$ cat config.mk
export PLATFORM = sky130hd
export DESIGN_NAME = ffseq
export DESIGN_NICKNAME = d
export VERILOG_FILES = /design/src/rtl/ffseq_pkg.sv /design/src/rtl/ffseq_cr_test.sv /design/src/rtl/ffseq_judge.sv /design/src/rtl/ffseq.sv
export SDC_FILE = /design/constraint.sdc
export NUM_CORES = 1
export LEC_CHECK = 0
export BUFFER_PORTS_ARGS = -buffer_cell sky130_fd_sc_hd__buf_2
export CORE_AREA = 2 2 61 63
export CTS_BUF_LIST = sky130_fd_sc_hd__clkbuf_8 sky130_fd_sc_hd__clkbuf_16
export CTS_CLUSTER_SIZE = 20
export DETAILED_ROUTE_END_ITERATION = 8
export DIE_AREA = 0 0 63 65
export GPL_ROUTABILITY_DRIVEN = 0
export GPL_TIMING_DRIVEN = 1
export PLACE_DENSITY_LB_ADDON = 0.3
export SETUP_SLACK_MARGIN = 0.2
export SLEW_MARGIN = 15
export SYNTH_ARGS = -nofsm -noshare
export SYNTH_HDL_FRONTEND = slang
export SYNTH_SLANG_ARGS = --single-unit
export TNS_END_PERCENT = 50
$ cat constraint.sdc
create_clock -name clk -period 3.6 [get_ports clk]
set_clock_uncertainty 0.15 [all_clocks]
set_input_delay 0.54 -clock clk [delete_from_list [all_inputs] [get_ports clk]]
set_output_delay 0.54 -clock clk [all_outputs]
set_load 0.02 [all_outputs]
$ cat src/rtl/ffseq_pkg.sv
package ffseq_pkg;
    typedef enum logic [1:0] {
        FF_NONE = 2'd0,
        FF_LDST = 2'd1,
        FF_DATA = 2'd2,
        FF_RSVD = 2'd3
    } ff_mode_e;

    typedef enum logic [1:0] {
        S_IDLE  = 2'd0,
        S_ISSUE = 2'd1,
        S_WAIT  = 2'd2,
        S_DONE  = 2'd3
    } seq_state_e;
endpackage

$ cat src/rtl/ffseq_cr_test.sv
module ffseq_cr_test #(
    parameter int CR_W  = 4,
    localparam int SEL_W = $clog2(CR_W)
) (
    input  logic [CR_W-1:0]  cr,
    input  logic [SEL_W-1:0] sel,
    input  logic             sense,
    output logic             hit
);
    logic [CR_W-1:0] match;

    for (genvar b = 0; b < CR_W; b++) begin : g_bit
        assign match[b] = (cr[b] == sense) && (sel == SEL_W'(b));
    end

    assign hit = |match;
endmodule

$ cat src/rtl/ffseq_judge.sv
module ffseq_judge
    import ffseq_pkg::*;
(
    input  ff_mode_e mode,
    input  logic     rc,
    input  logic     first,
    input  logic     exc,
    input  logic     cr_hit,
    output logic     trap,
    output logic     kill,
    output logic     pass
);
    logic ldst_mode;
    logic data_on;
    logic soft_fault;

    always_comb begin
        ldst_mode  = (mode == FF_LDST);
        data_on    = (mode == FF_DATA) && rc;
        soft_fault = exc && ldst_mode && !first;
        trap       = exc && !soft_fault;
        kill       = soft_fault || (!exc && data_on && cr_hit);
        pass       = !trap && !kill;
    end
endmodule

$ cat src/rtl/ffseq.sv
module ffseq
    import ffseq_pkg::*;
#(
    parameter int VL_W = 7,
    parameter int CR_W = 4,
    localparam int SEL_W = $clog2(CR_W)
) (
    input  logic             clk,
    input  logic             rst_n,
    input  logic             start_i,
    input  logic [VL_W-1:0]  vl_i,
    input  logic [1:0]       mode_i,
    input  logic             rc_i,
    input  logic [SEL_W-1:0] test_sel_i,
    input  logic             test_sense_i,
    output logic             elem_valid_o,
    input  logic             elem_ready_i,
    output logic [VL_W-1:0]  elem_idx_o,
    input  logic             resp_valid_i,
    input  logic             resp_exc_i,
    input  logic [CR_W-1:0]  resp_cr_i,
    output logic             commit_o,
    output logic             done_o,
    output logic             trap_o,
    output logic [VL_W-1:0]  vl_o
);
    seq_state_e       state_q, state_d;
    logic [VL_W-1:0]  idx_q, cap_q, vl_q;
    ff_mode_e         mode_q;
    logic             rc_q, sense_q, trap_q;
    logic [SEL_W-1:0] sel_q;

    logic cr_hit, j_trap, j_kill, j_pass, last_elem, resp_take;

    ffseq_cr_test #(.CR_W(CR_W)) u_cr_test (
        .cr    (resp_cr_i),
        .sel   (sel_q),
        .sense (sense_q),
        .hit   (cr_hit)
    );

    ffseq_judge u_judge (
        .mode   (mode_q),
        .rc     (rc_q),
        .first  (idx_q == '0),
        .exc    (resp_exc_i),
        .cr_hit (cr_hit),
        .trap   (j_trap),
        .kill   (j_kill),
        .pass   (j_pass)
    );

    assign last_elem = (idx_q == cap_q - VL_W'(1));
    assign resp_take = (state_q == S_WAIT) && resp_valid_i;

    // next-state logic
    always_comb begin
        state_d = state_q;
        unique case (state_q)
            S_IDLE:  if (start_i) state_d = (vl_i == '0) ? S_DONE : S_ISSUE;
            S_ISSUE: if (elem_ready_i) state_d = S_WAIT;
            S_WAIT:  if (resp_valid_i)
                         state_d = (!j_pass || last_elem) ? S_DONE : S_ISSUE;
            S_DONE:  state_d = S_IDLE;
        endcase
    end

    // state register
    always_ff @(posedge clk or negedge rst_n) begin
        if (!rst_n) state_q <= S_IDLE;
        else        state_q <= state_d;
    end

    // operation registers
    always_ff @(posedge clk or negedge rst_n) begin
        if (!rst_n) begin
            idx_q   <= '0;
            cap_q   <= '0;
            vl_q    <= '0;
            mode_q  <= FF_NONE;
            rc_q    <= 1'b0;
            sel_q   <= '0;
            sense_q <= 1'b0;
            trap_q  <= 1'b0;
        end else if (state_q == S_IDLE && start_i) begin
            idx_q   <= '0;
            cap_q   <= vl_i;
            mode_q  <= ff_mode_e'(mode_i);
            rc_q    <= rc_i;
            sel_q   <= test_sel_i;
            sense_q <= test_sense_i;
            trap_q  <= 1'b0;
            if (vl_i == '0) vl_q <= '0;
        end else if (resp_take) begin
            if (j_trap) begin
                vl_q   <= cap_q;
                trap_q <= 1'b1;
            end else if (j_kill) begin
                vl_q   <= idx_q;
            end else if (last_elem) begin
                vl_q   <= cap_q;
            end else begin
                idx_q  <= idx_q + VL_W'(1);
            end
        end
    end

    // outputs
    always_comb begin
        elem_valid_o = (state_q == S_ISSUE);
        elem_idx_o   = idx_q;
        commit_o     = resp_take && j_pass;
        done_o       = (state_q == S_DONE);
        trap_o       = done_o && trap_q;
        vl_o         = vl_q;
    end

    a_r9_done_single: assert property (@(posedge clk) disable iff (!rst_n)
        done_o |=> !done_o);
    a_r9_vl_hold: assert property (@(posedge clk) disable iff (!rst_n)
        (state_q == S_IDLE && !start_i) |=> $stable(vl_o));
    a_r2_vl_bounded: assert property (@(posedge clk) disable iff (!rst_n)
        done_o |-> (vl_o <= cap_q));
    a_r1_trap_keeps_vl: assert property (@(posedge clk) disable iff (!rst_n)
        trap_o |-> (vl_o == cap_q));
    a_r4_no_commit_cancelled: assert property (@(posedge clk) disable iff (!rst_n)
        commit_o |-> (!j_kill && !j_trap));
    a_r10_idx_in_range: assert property (@(posedge clk) disable iff (!rst_n)
        elem_valid_o |-> (elem_idx_o < cap_q));
    a_r10_offer_held: assert property (@(posedge clk) disable iff (!rst_n)
        (elem_valid_o && !elem_ready_i) |=> (elem_valid_o && $stable(elem_idx_o)));
endmodule

==> impl_metrics.toml <==
[setup_path]
cp_num_buf_inv = 1
worstPathArrival_ns = 2.92
critPathKind = "reg -> reg"
r2r_cells = 8
max_stage_delay_ns = 0.54
slowest_stage = "nor4_4"
critical_path.endpoint_type = "register"
path_max_fanout = 10
worstSetupStartpointType = "register"
worstSetupPathDepth = 8
worstPathRequired_ns = 3.65
cp_top_family = "simple AND/OR/NAND/NOR gates"
path_cells = "inv_1 > ha_1 > or3b_1 > a211oi_2 > nand3_2 > nor4_4 > o21a_1 > mux2i_1"

[route]
first_pass_iters = 4
drc = 0
wl_um = 3740
vias_per_cell = 5.19
first_iter_violations = 84
wl_per_cell_um = 13.6
ant_nets = 0
vias = 1421

[logic_synthesis]
synth-compound-area-share = 0.0855
synth_cell_type_count = 43
ys_seq_area_frac = 0.431
yosys.area_share.simple = 0.248
synth_edf_count = 0
synth_area_mm2 = 0.00174
ys.flop_type = "dfrtp_1"
synthesis.nets = 212
yosysTopAreaCellShare = 0.431
synth_top_family_by_area = "simple AND/OR/NAND/NOR gates"
synth_commonest_cells = "nand2_1, dfrtp_1, mux2i_1, inv_1"
ys_seq_elements = 30
synth_top_cell_by_area = "dfrtp_1"
synthCells = 186
avgSynthCellArea_um2 = 9.36
synthMuxAreaShare = 0.129
netlist_top_cells_area = "dfrtp_1, nand2_1, mux2i_1"
yosys_warnings = 0
synth_fa_ha_area_frac = 0.0216
async_flop_share = 1.00
yosys.area_share.xor_xnor = 0.0453
yosysMostFrequentCell = "nand2_1"

[floorplan]
core_mm2 = 0.00350
rows = 22
initial_utilization = 0.498
io_pins = 41
die_w_um = 63
die_y_um = 65
die_area_mm2 = 0.00410

[cells_and_area]
layout-drive-gt1-share = 0.248
fin_nets = 252
seq_area_um2 = 751
utilization = 0.587
diodes = 0
fin_cells = 274
nFillCells = 338
multi_input_area_um2 = 926
syn2layout_area_growth_pct = 17.8

[sta]
fin_crit_ns = 2.87
tns_ns = 0
hold_viol = 0
tightest_slew_ns = 0.663
max_freq_mhz = 348
slew_viol_final = 0
setup_viol = 0
whs_ns = 0.141
rsz0062_at_grt = "no"
period_share = 0.798
max_slew_margin = 0.558

[global_route]
grt_start_max_net_pins = 31
grtUsageTotal = 0.203
grt_antenna_before_repair = 0
grt-ovfl-total = 0
grt_pass1_vias = 1347
grt_first_pass_wirelength_um = 6330

[clock_tree]
clockBufferDepth = 2
htree_levels = 2
ctsRootBufferMaster = "clkbuf_8"
cts_sinks = 30
cts_tree = "done"
clk_latency_ns = 0.28
post_cts_resized = 0
cts_setup_buffers = 0
cts_buffers = 5
cts_hold_buffers = 0
clk_transition_reported_paths_ns = 0.06

[placed_design]
dpl.cell_count = 267
port_buffers = 40
hpwl_um = 2800

[run_status]
outcome = "completed"

[power]
p_total_mw = 1.49
vdd_drop_max_mv = 0.389
power.density_mw_per_mm2 = 726
p_leak_nw = 0.993

[hold_path]
hp-class = "in -> async"

[job]
max_cap_viol_count = 0
-- final timing paths --
kind | slack, ns | to | startpoint
max | 0.73 | vl_o[2] | cap_q[0]
min | 0.14 | vl_o[4] | rst_n
max reg2reg | 0.73 | vl_o[2] | cap_q[0]
min reg2reg | 0.35 | sense_q | sense_q
max in group asynchronous | 2.73 | cap_q[2] | rst_n
min in group clk | 0.30 | sense_q | test_sense_i
-- registers in the layout (all words and copies together), names as in the netlist --
register	cells
cap_q	7
elem_idx_o	7
mode_q	2
rc_q	1
sel_q	2
sense_q	1
state_q	2
trap_q	1
vl_o	7
-- area by class of cell --
type | count | share of cell area
tap | 48 | 0.0293
sequential | 30 | 0.366
clock buffer | 5 | 0.0336
multi-input combinational | 140 | 0.451
timing repair buffer | 41 | 0.101
clock inverter | 2 | 0.00366
inverter | 8 | 0.0146
-- where the power goes --
part	total, mW	switching [mW]	internal, mW
logic	0.651	0.374	0.277
registers	0.598	0.135	0.463
clock network	0.240	0.113	0.127
-- placed cells by master (no fill, tap or decap), types with 2 or more instances in the layout --
cell and n:
nor2_1 5, nand3_1 3, or4_1 3, inv_1 10, o31ai_1 3, mux2i_1 19, clkbuf_8 5, nor2b_1 3
o21ai_0 5, xor2_1 3, a21oi_1 3, nor3_2 2, nor3b_1 2, and3_1 2, nor3_1 3, nand2_1 51
buf_2 40, nor4_1 2, o21a_1 2, xnor2_1 6, ha_1 3, dfrtp_1 30
-- cells by family after synthesis --
logic type,after synthesis
multiplexers,21
buffers and inverters,16
AND/OR/NAND/NOR,86
adder cells (fa/ha/maj),3
XOR/XNOR,9
AO/OA/AOI/OAI,21
flip-flops,30
-- metal layers --
metal  global-route usage  up-vias  routed length, um
met1                0.267      661               1820
met4               0.0667        0                 34
met3               0.0642        4                187
li1                     -      715                  -
met2                0.319       41               1700
met5                    0        -                  0
-- per-stage QoR --
step | worst slack, ns | instance area [um^2]
CTS | 0.718 | 2050
finish | 0.728 | 2050
global placement | 0.836 | 1970
global route | 0.516 | 2050
detailed placement | 0.733 | 1970
floorplan | 1.11 | 1740
(Power assumes the default switching activity.)
